[src/rtl/prio_esc_pkg.sv]
// Package: shared types and elaboration helpers for the priority escalator.
// Assumes: the level field is 2 bits wide, with 3 as the highest level.
package prio_esc_pkg;

    typedef logic [1:0] prio_t;

    localparam prio_t PRIO_MAX = 2'd3;

    // Starting level for a START_PRIO setting; the value 4 pins the level at 0.
    function automatic prio_t start_level(input int setting);
        prio_t lvl;
        if (setting >= 4) begin
            lvl = 2'd0;
        end else begin
            lvl = prio_t'(setting);
        end
        return lvl;
    endfunction

    // True when both settings leave the escalation logic in place.
    function automatic bit esc_enabled(input int setting, input int timeout);
        return (setting < 4) && (timeout > 0);
    endfunction

endpackage

[src/rtl/esc_req_tracker.sv]
// Module: esc_req_tracker
// Tracks whether a request is being held and flags the edge that starts one.
// Assumes: an acknowledge or an abort outranks a request that is still raised.
module esc_req_tracker (
    input  logic clk,
    input  logic rst_n,
    input  logic req_i,
    input  logic ack_i,
    input  logic abort_i,
    output logic go_o,
    output logic active_o,
    output logic start_o
);

    // The request keeps waiting only while it is raised and not ended.
    always_comb begin
        go_o    = req_i && !ack_i && !abort_i;
        start_o = go_o && !active_o;
    end

    // Record whether a request was waiting after this edge.
    always_ff @(posedge clk) begin
        if (!rst_n) begin
            active_o <= 1'b0;
        end else begin
            active_o <= go_o;
        end
    end

endmodule

[src/rtl/esc_interval_timer.sv]
// Module: esc_interval_timer
// Counts one escalation interval and raises a registered one-cycle expiry.
// The counter reloads on the edge after the expiry, so expiries fall
// TIMEOUT+2 edges apart.
// Assumes: TIMEOUT >= 1; run_i drops once the level is saturated.
module esc_interval_timer #(
    parameter int TIMEOUT = 31
) (
    input  logic clk,
    input  logic rst_n,
    input  logic start_i,
    input  logic run_i,
    output logic expire_o
);

    localparam int CW = (TIMEOUT < 2) ? 1 : $clog2(TIMEOUT + 1);
    localparam logic [CW-1:0] RELOAD = CW'(TIMEOUT);

    logic [CW-1:0] cnt_q;
    logic          at_zero;

    // The count has run out.
    always_comb begin
        at_zero = (cnt_q == '0);
    end

    // Load, count down, expire, reload; clear when the wait stops.
    always_ff @(posedge clk) begin
        if (!rst_n) begin
            cnt_q    <= '0;
            expire_o <= 1'b0;
        end else if (start_i) begin
            cnt_q    <= RELOAD;
            expire_o <= 1'b0;
        end else if (run_i) begin
            if (expire_o) begin
                cnt_q    <= RELOAD;
                expire_o <= 1'b0;
            end else if (at_zero) begin
                expire_o <= 1'b1;
            end else begin
                cnt_q <= cnt_q - 1'b1;
            end
        end else begin
            cnt_q    <= '0;
            expire_o <= 1'b0;
        end
    end

endmodule

[src/rtl/esc_level_reg.sv]
// Module: esc_level_reg
// Holds the requested level. It steps up by one per expiry and returns to
// the starting level whenever the wait ends.
// Assumes: step_i is only high while the request keeps waiting.
module esc_level_reg
    import prio_esc_pkg::*;
#(
    parameter prio_t START_LVL = 2'd0
) (
    input  logic  clk,
    input  logic  rst_n,
    input  logic  go_i,
    input  logic  step_i,
    output prio_t level_o,
    output logic  at_max_o
);

    // The level has reached the top.
    always_comb begin
        at_max_o = (level_o == PRIO_MAX);
    end

    // Return to the start on end or reset, otherwise step up once per expiry.
    always_ff @(posedge clk) begin
        if (!rst_n) begin
            level_o <= START_LVL;
        end else if (!go_i) begin
            level_o <= START_LVL;
        end else if (step_i && !at_max_o) begin
            level_o <= level_o + 2'd1;
        end
    end

endmodule

[src/rtl/prio_escalator.sv]
// Module: prio_escalator (top)
// Drives the priority level of a waiting bus request and raises it in timed
// steps. START_PRIO = 4 pins the level at 0, and TIMEOUT = 0 fixes it at
// START_PRIO. In both of those cases no timer is built.
// Assumes: inputs are synchronous to clk; the reset is synchronous and active low.
module prio_escalator
    import prio_esc_pkg::*;
#(
    parameter int START_PRIO = 0,
    parameter int TIMEOUT    = 31
) (
    input  logic       clk,
    input  logic       rst_n,
    input  logic       req_i,
    input  logic       ack_i,
    input  logic       abort_i,
    output logic [1:0] prio_o,
    output logic       tmo_pulse_o
);

    localparam prio_t START_LVL = start_level(START_PRIO);
    localparam bit    ESC_ON    = esc_enabled(START_PRIO, TIMEOUT);

    if (ESC_ON) begin : g_esc
        logic  go;
        logic  active;
        logic  start;
        logic  run;
        logic  expire;
        logic  step;
        logic  at_max;
        prio_t level;

        esc_req_tracker u_track (
            .clk      (clk),
            .rst_n    (rst_n),
            .req_i    (req_i),
            .ack_i    (ack_i),
            .abort_i  (abort_i),
            .go_o     (go),
            .active_o (active),
            .start_o  (start)
        );

        // The timer runs while a held request waits below the top level.
        always_comb begin
            run  = active && go && !at_max;
            step = active && go && expire;
        end

        esc_interval_timer #(
            .TIMEOUT (TIMEOUT)
        ) u_timer (
            .clk      (clk),
            .rst_n    (rst_n),
            .start_i  (start),
            .run_i    (run),
            .expire_o (expire)
        );

        esc_level_reg #(
            .START_LVL (START_LVL)
        ) u_level (
            .clk      (clk),
            .rst_n    (rst_n),
            .go_i     (go),
            .step_i   (step),
            .level_o  (level),
            .at_max_o (at_max)
        );

        // Present the level and the debug pulse.
        always_comb begin
            prio_o      = level;
            tmo_pulse_o = expire;
        end
    end else begin : g_fixed
        logic unused_inputs;

        // The level is constant; no input affects it.
        always_comb begin
            unused_inputs = ^{clk, rst_n, req_i, ack_i, abort_i};
            prio_o        = START_LVL;
            tmo_pulse_o   = 1'b0;
        end
    end

endmodule

[config.mk]
export PLATFORM = sky130hd
export DESIGN_NAME = prio_escalator
export DESIGN_NICKNAME = d
export VERILOG_FILES = /design/src/rtl/prio_esc_pkg.sv /design/src/rtl/esc_req_tracker.sv /design/src/rtl/esc_interval_timer.sv /design/src/rtl/esc_level_reg.sv /design/src/rtl/prio_escalator.sv
export SDC_FILE = /design/constraint.sdc
export NUM_CORES = 1
export LEC_CHECK = 0
export BUFFER_PORTS_ARGS = -buffer_cell sky130_fd_sc_hd__buf_2
export CAP_MARGIN = 20
export CORE_AREA = 5 5 42 44
export DETAILED_ROUTE_END_ITERATION = 7
export DIE_AREA = 0 0 47 49
export HOLD_SLACK_MARGIN = 0.02
export MAX_ROUTING_LAYER = met4
export PLACE_DENSITY_LB_ADDON = 0.25
export SETUP_SLACK_MARGIN = 0.3
export SYNTH_ARGS = -nofsm -noshare
export SYNTH_HDL_FRONTEND = slang
export SYNTH_SLANG_ARGS = --single-unit
[constraint.sdc]
create_clock -name clk -period 1.6 [get_ports clk]
set_input_delay 0.24 -clock clk [delete_from_list [all_inputs] [get_ports clk]]
set_output_delay 0.24 -clock clk [all_outputs]
set_load 0.005 [all_outputs]
# Word level (Yosys, flattened, before mapping)

Cells that the tools add are included.
Widths: inputs -> output; s select.

Reductions and logical operators: 14
Equality and inequality tests: 2
Bitwise gates (word level): 2
Muxes and demuxes: 5
Add/subtract/negate cells: 2

Operators by type and width:

| cell                | number |
|---|---|
| $mux 5              | 4 |
| $logic_and 1x1->1   | 7 |
| $logic_not 5->1     | 1 |
| $sub 5x1->5 const B | 1 |
| $logic_not 1->1     | 4 |
| $ne 4x3->1 const B  | 1 |
| $reduce_or 4->1     | 1 |
| $add 2x1->2 const B | 1 |
| $eq 2x2->1 const B  | 1 |
| $not 1->1           | 2 |
| $reduce_and 2->1    | 1 |
| $mux 1              | 1 |

Flip-flop bits (word level): 9
Logic and storage cells: 29
Output and inout port bits: 3
Input bits: 5

# Logic depth before layout (Yosys ltp)

Depth after elaboration: 7
Mapped depth: 6
Depth with buffers taken out: 6

# Hierarchy

A second synthesis with hierarchy kept.

Cell total of the unflattened synthesis: 43
Area, all modules: 450.4 um^2

By module, submodules not included:

| module             | times used | cells an instance | area each (um^2) | sequential area each (um^2) |
|---|---|---|---|---|
| esc_interval_timer | 1          | 28                | 284.0            | 120.1 |
| esc_level_reg      | 1          | 9                 | 96.3             | 40.0 |
| esc_req_tracker    | 1          | 4                 | 55.1             | 20.0 |
| prio_escalator     | 1          | 2                 | 15.0             | 0.0 |

# Least setup slack after synthesis

OpenSTA, ideal clock, no wires.

Path kind: register to register
From: register g_esc.u_level.level_o[0]
To: register g_esc.u_timer.cnt_q[0]
Path slack: 0.313 ns
Data arrival time: 1.171 ns
Data required time: 1.484 ns
Buffers on the path: 0
Library setup time: 0.116 ns
Period minus slack after synthesis: 1.287 ns
Stages on the path, launching flop included: 5
Cell sequence: dfxtp_1 > ha_1 > nor2b_1 > nand4_1 > o211a_1

Cells in the longest elaborated chain, start to end: 5
Elaborated cells on any way between the ends: 6
Those cells by class: eq/ne (2); mux (2); reduce/logical (2)

Ends and longest elaborated chain:

| what                     | line                     | text |
|---|---|---|
| start: declaration       | esc_level_reg.sv:14      | `output prio_t level_o,` |
| start signal: assignment | esc_level_reg.sv:30      | `level_o <= level_o + 2'd1;` |
| $eq 2x2->1 *             | esc_level_reg.sv:20      | `at_max_o = (level_o == PRIO_MAX);` |
| $logic_not 1->1 *        | prio_escalator.sv:47     | `run = active && go && !at_max;` |
| $logic_and 1x1->1 *      | prio_escalator.sv:47     |  |
| $mux 5                   | esc_interval_timer.sv:35 | `end else if (run_i) begin` |
| $mux 5                   | esc_interval_timer.sv:32 | `end else if (start_i) begin` |
| end signal: assignment   | esc_interval_timer.sv:42 | `cnt_q <= cnt_q - 1'b1;` |
| end: declaration         | esc_interval_timer.sv:19 | `logic [CW-1:0] cnt_q;` |

Mark *: on every way between the ends. The rest lies on a longest branch, timed or not.
A chain may end at the register's enable or synchronous reset.

# Worst setup path after layout

From: register g_esc.u_timer.cnt_q[1]
To: register g_esc.u_timer.cnt_q[1]

Cells in the longest elaborated chain, start to end: 5
Elaborated cells on any way between the ends: 7
Those cells by class: add/sub (1); eq/ne (1); mux (4); reduce/logical (1)

Ends and longest elaborated chain:

| what        | line                     | text |
|---|---|---|
| $sub 5x1->5 | esc_interval_timer.sv:42 |  |
| $mux 5      | esc_interval_timer.sv:39 | `end else if (at_zero) begin` |
| $mux 5      | esc_interval_timer.sv:36 | `if (expire_o) begin` |
| $mux 5      | esc_interval_timer.sv:35 |  |
| $mux 5      | esc_interval_timer.sv:32 |  |

Parallel ways exist; a longest one is shown, timed or not. The select of a mux whose other input is x is not followed.

==> flow_metrics.env <==
export IMPL_synth_nets=56
export IMPL_synthArstFlopShare=0
export IMPL_grt_start_max_net_pins=8
export IMPL_place_ws_ns=0.150
export IMPL_routed_wl_um=928
export IMPL_yosys_warnings=0
export IMPL_fin_skew_ns=0.00101
export IMPL_drv_slew=0
export IMPL_status="complete, no violations"
export IMPL_fp_coreArea_um2=1400
export IMPL_cp_end_kind="register"
export IMPL_final_cell_mix="buf_2 (7), nand2_1 (5), dfxtp_1 (5)"
export IMPL_dp_final_hpwl_um=638
export IMPL_fmaxAchievable_mhz=780
export IMPL_port_buffers=7
export IMPL_fillers=150
export IMPL_hp_class="primary input to register"
export IMPL_cts_root_buf="clkbuf_4"
export IMPL_finalWorstSetupSlack_ns=0.318
export IMPL_crit_family="simple AND/OR/NAND/NOR gates"
export IMPL_routedWlPerCell_um=11.6
export IMPL_crit_required_ns=1.75
export IMPL_ys_ff_latch=9
export IMPL_route_vias_total=403
export IMPL_initial_core_util=0.322
export IMPL_tns_ns=0
export IMPL_max_stage_delay_ns=0.32
export IMPL_post_route_drc_count=0
export IMPL_clk_latency_ns=0.26
export IMPL_seq_area_um2=185
export IMPL_drt_initial_drc_count=3
export IMPL_ff2ff_setup_slack_ns=0.32
export IMPL_path_max_fanout=4
export IMPL_dpl_cell_area_um2=507
export IMPL_clkSlewWorstSetupHoldPaths_ns=0.06
export IMPL_ys_types=22
export IMPL_grt_total_usage=0.0905
export IMPL_finalInstanceArea_um2=619
export IMPL_yosysSeqAreaShare=0.399
export IMPL_gr_total_overflow=0
export IMPL_crit_buf_inv=1
export IMPL_multiInputGateArea_um2=312
export IMPL_areaGrowthSynthToFinish_pct=37.1
export IMPL_ys_flop_type="dfxtp_1"
export IMPL_setup_viol_count_final=0
export IMPL_worstSetupPathType="register to register"
export IMPL_die_h_um=49
export IMPL_cts_hold_buf=0
export IMPL_final_layout_size_suffix_gt1_frac=0.469
export IMPL_synth_cell_area_um2=452
export IMPL_maxSlewHeadroom=0.788
export IMPL_leakage_uw=0.000272
export IMPL_peakVddDrop_mv=0.362
export IMPL_final_common_cell="buf_2"
export IMPL_synthCells=49
export IMPL_ant_nets=0
export IMPL_cts_sinks=9
export IMPL_gp_congestion=0.689
export IMPL_worstMarginPinSlew_ns=0.317
export IMPL_dr_pass1_iters=2
export IMPL_die_w_um=47
export IMPL_synth_avg_cell_area_um2=9.22
export IMPL_grt_pass1_wl_um=1440
export IMPL_hold_viol=0
export IMPL_period_minus_slack_ns=1.28
export IMPL_vias_per_cell=5.04
export IMPL_period_share=0.801
export IMPL_power_density_nw_per_um2=747
export IMPL_slowest_stage="dfxtp_2"
export IMPL_clockBufferDepth=2
export IMPL_synth_edf_count=0
export IMPL_ios=8
export IMPL_num_antenna_cells=0
export IMPL_critPathLaunchType="register"
export IMPL_die_area_um2=2300
export IMPL_cap_violations=0
export IMPL_rsz0062_at_grt="yes"
export IMPL_cts_tree="done"
export IMPL_rows=14
export IMPL_finalNetCount=72
export IMPL_antenna_found_initial=0
export IMPL_cts_buffers=3
export IMPL_grt_pass1_vias=363
export IMPL_arrival_ns=1.43
export IMPL_htree_num_levels=1
export IMPL_path_cells="inv_2 > ha_4 > nor3b_4 > nand4_1 > o211a_1"
==> worst register-to-register path: stages, from the launching register on <==
cell and delay, ns:
dfxtp_2 0.32, inv_2 0.07, ha_4 0.13, nor3b_4 0.20
nand4_1 0.19, o211a_1 0.26
==> worst paths after layout <==
path / from / to / cells past startpoint
setup / recovery: g_esc.u_timer.cnt_q[1]$_SDFFE_PN0P_ / g_esc.u_timer.cnt_q[1]$_SDFFE_PN0P_ / 5
hold / removal: rst_n / g_esc.u_timer.cnt_q[2]$_SDFFE_PN0P_ / 3
setup reg to reg: g_esc.u_timer.cnt_q[1]$_SDFFE_PN0P_ / g_esc.u_timer.cnt_q[1]$_SDFFE_PN0P_ / 5
hold reg to reg: g_esc.u_level.level_o[1]$_SDFFE_PN0P_ / g_esc.u_level.level_o[1]$_SDFFE_PN0P_ / 2
==> cell type report <==
cell class	instances	share of cell area
repair buffers	11	0.105
inverters	3	0.0182
clock buffers	4	0.0424
multi-input cells	37	0.503
flip-flops and latches	9	0.299
well taps	16	0.0323
==> cell usage after synthesis (2+ instances only) <==
cell type / number / share of area
ha_1: 2 / 0.055
nand3_1: 3 / 0.033
xor2_1: 2 / 0.039
nand2_1: 6 / 0.050
a31oi_1: 2 / 0.028
o211a_1: 2 / 0.044
dfxtp_1: 9 / 0.40
inv_1: 3 / 0.025
nor3_1: 2 / 0.022
nor2_1: 5 / 0.042
and2_1: 2 / 0.028
==> report_power, final <==
part,total (uW),internal [uW],switching (uW)
clock network,178,96.3,81.3
registers,233,229,4.33
logic,52.3,27.5,24.8
==> flip-flops by register name, summed over array words and instances (netlist names) <==
signal / count
g_esc.u_level.level_o: 2
g_esc.u_timer.cnt_q: 5
g_esc.u_timer.expire_o: 1
g_esc.u_track.active_o: 1
==> kinds of logic (layout without fill, tap and decap cells) <==
kind of cell / Yosys count / count (layout) / share of synthesized area
AND/OR/NAND/NOR: 25 / 25 / 0.332
flip-flops: 9 / 9 / 0.399
AO/OA/AOI/OAI: 6 / 6 / 0.108
XOR/XNOR: 3 / 3 / 0.0582
buffers and inverters: 3 / 18 / 0.0249
adder cells (fa/ha/maj): 2 / 2 / 0.0554
multiplexers: 1 / 1 / 0.0222
==> routing by layer <==
metal  track usage  vias up  share of wire
met3        0.0332        4          0.025
met5             -        -              0
met1         0.102      195           0.47
met2         0.124        5           0.48
met4        0.0691        0          0.029
li1              -      199              -
==> through the flow <==
step | total power [uW] | instances | hold WS (ns) | utilization
after global placement | 276 | 72 | 0.507 | 0.362
after global routing | 484 | 80 | 0.241 | 0.442
final | 463 | 80 | 0.231 | 0.442
after detailed placement | 276 | 72 | 0.503 | 0.362
after CTS | 468 | 80 | 0.223 | 0.434
after floorplan | 264 | 49 | 0.354 | -
==> timing repair <==
item / in CTS / in global routing
setup endpoints to repair: 8 / 5
cloned: 0 / 0
buffers inserted: 4 / 0
gates resized for setup: 13 / 3
pin swaps: 7 / 4
Note: power is estimated with default switching activity, not from simulation.
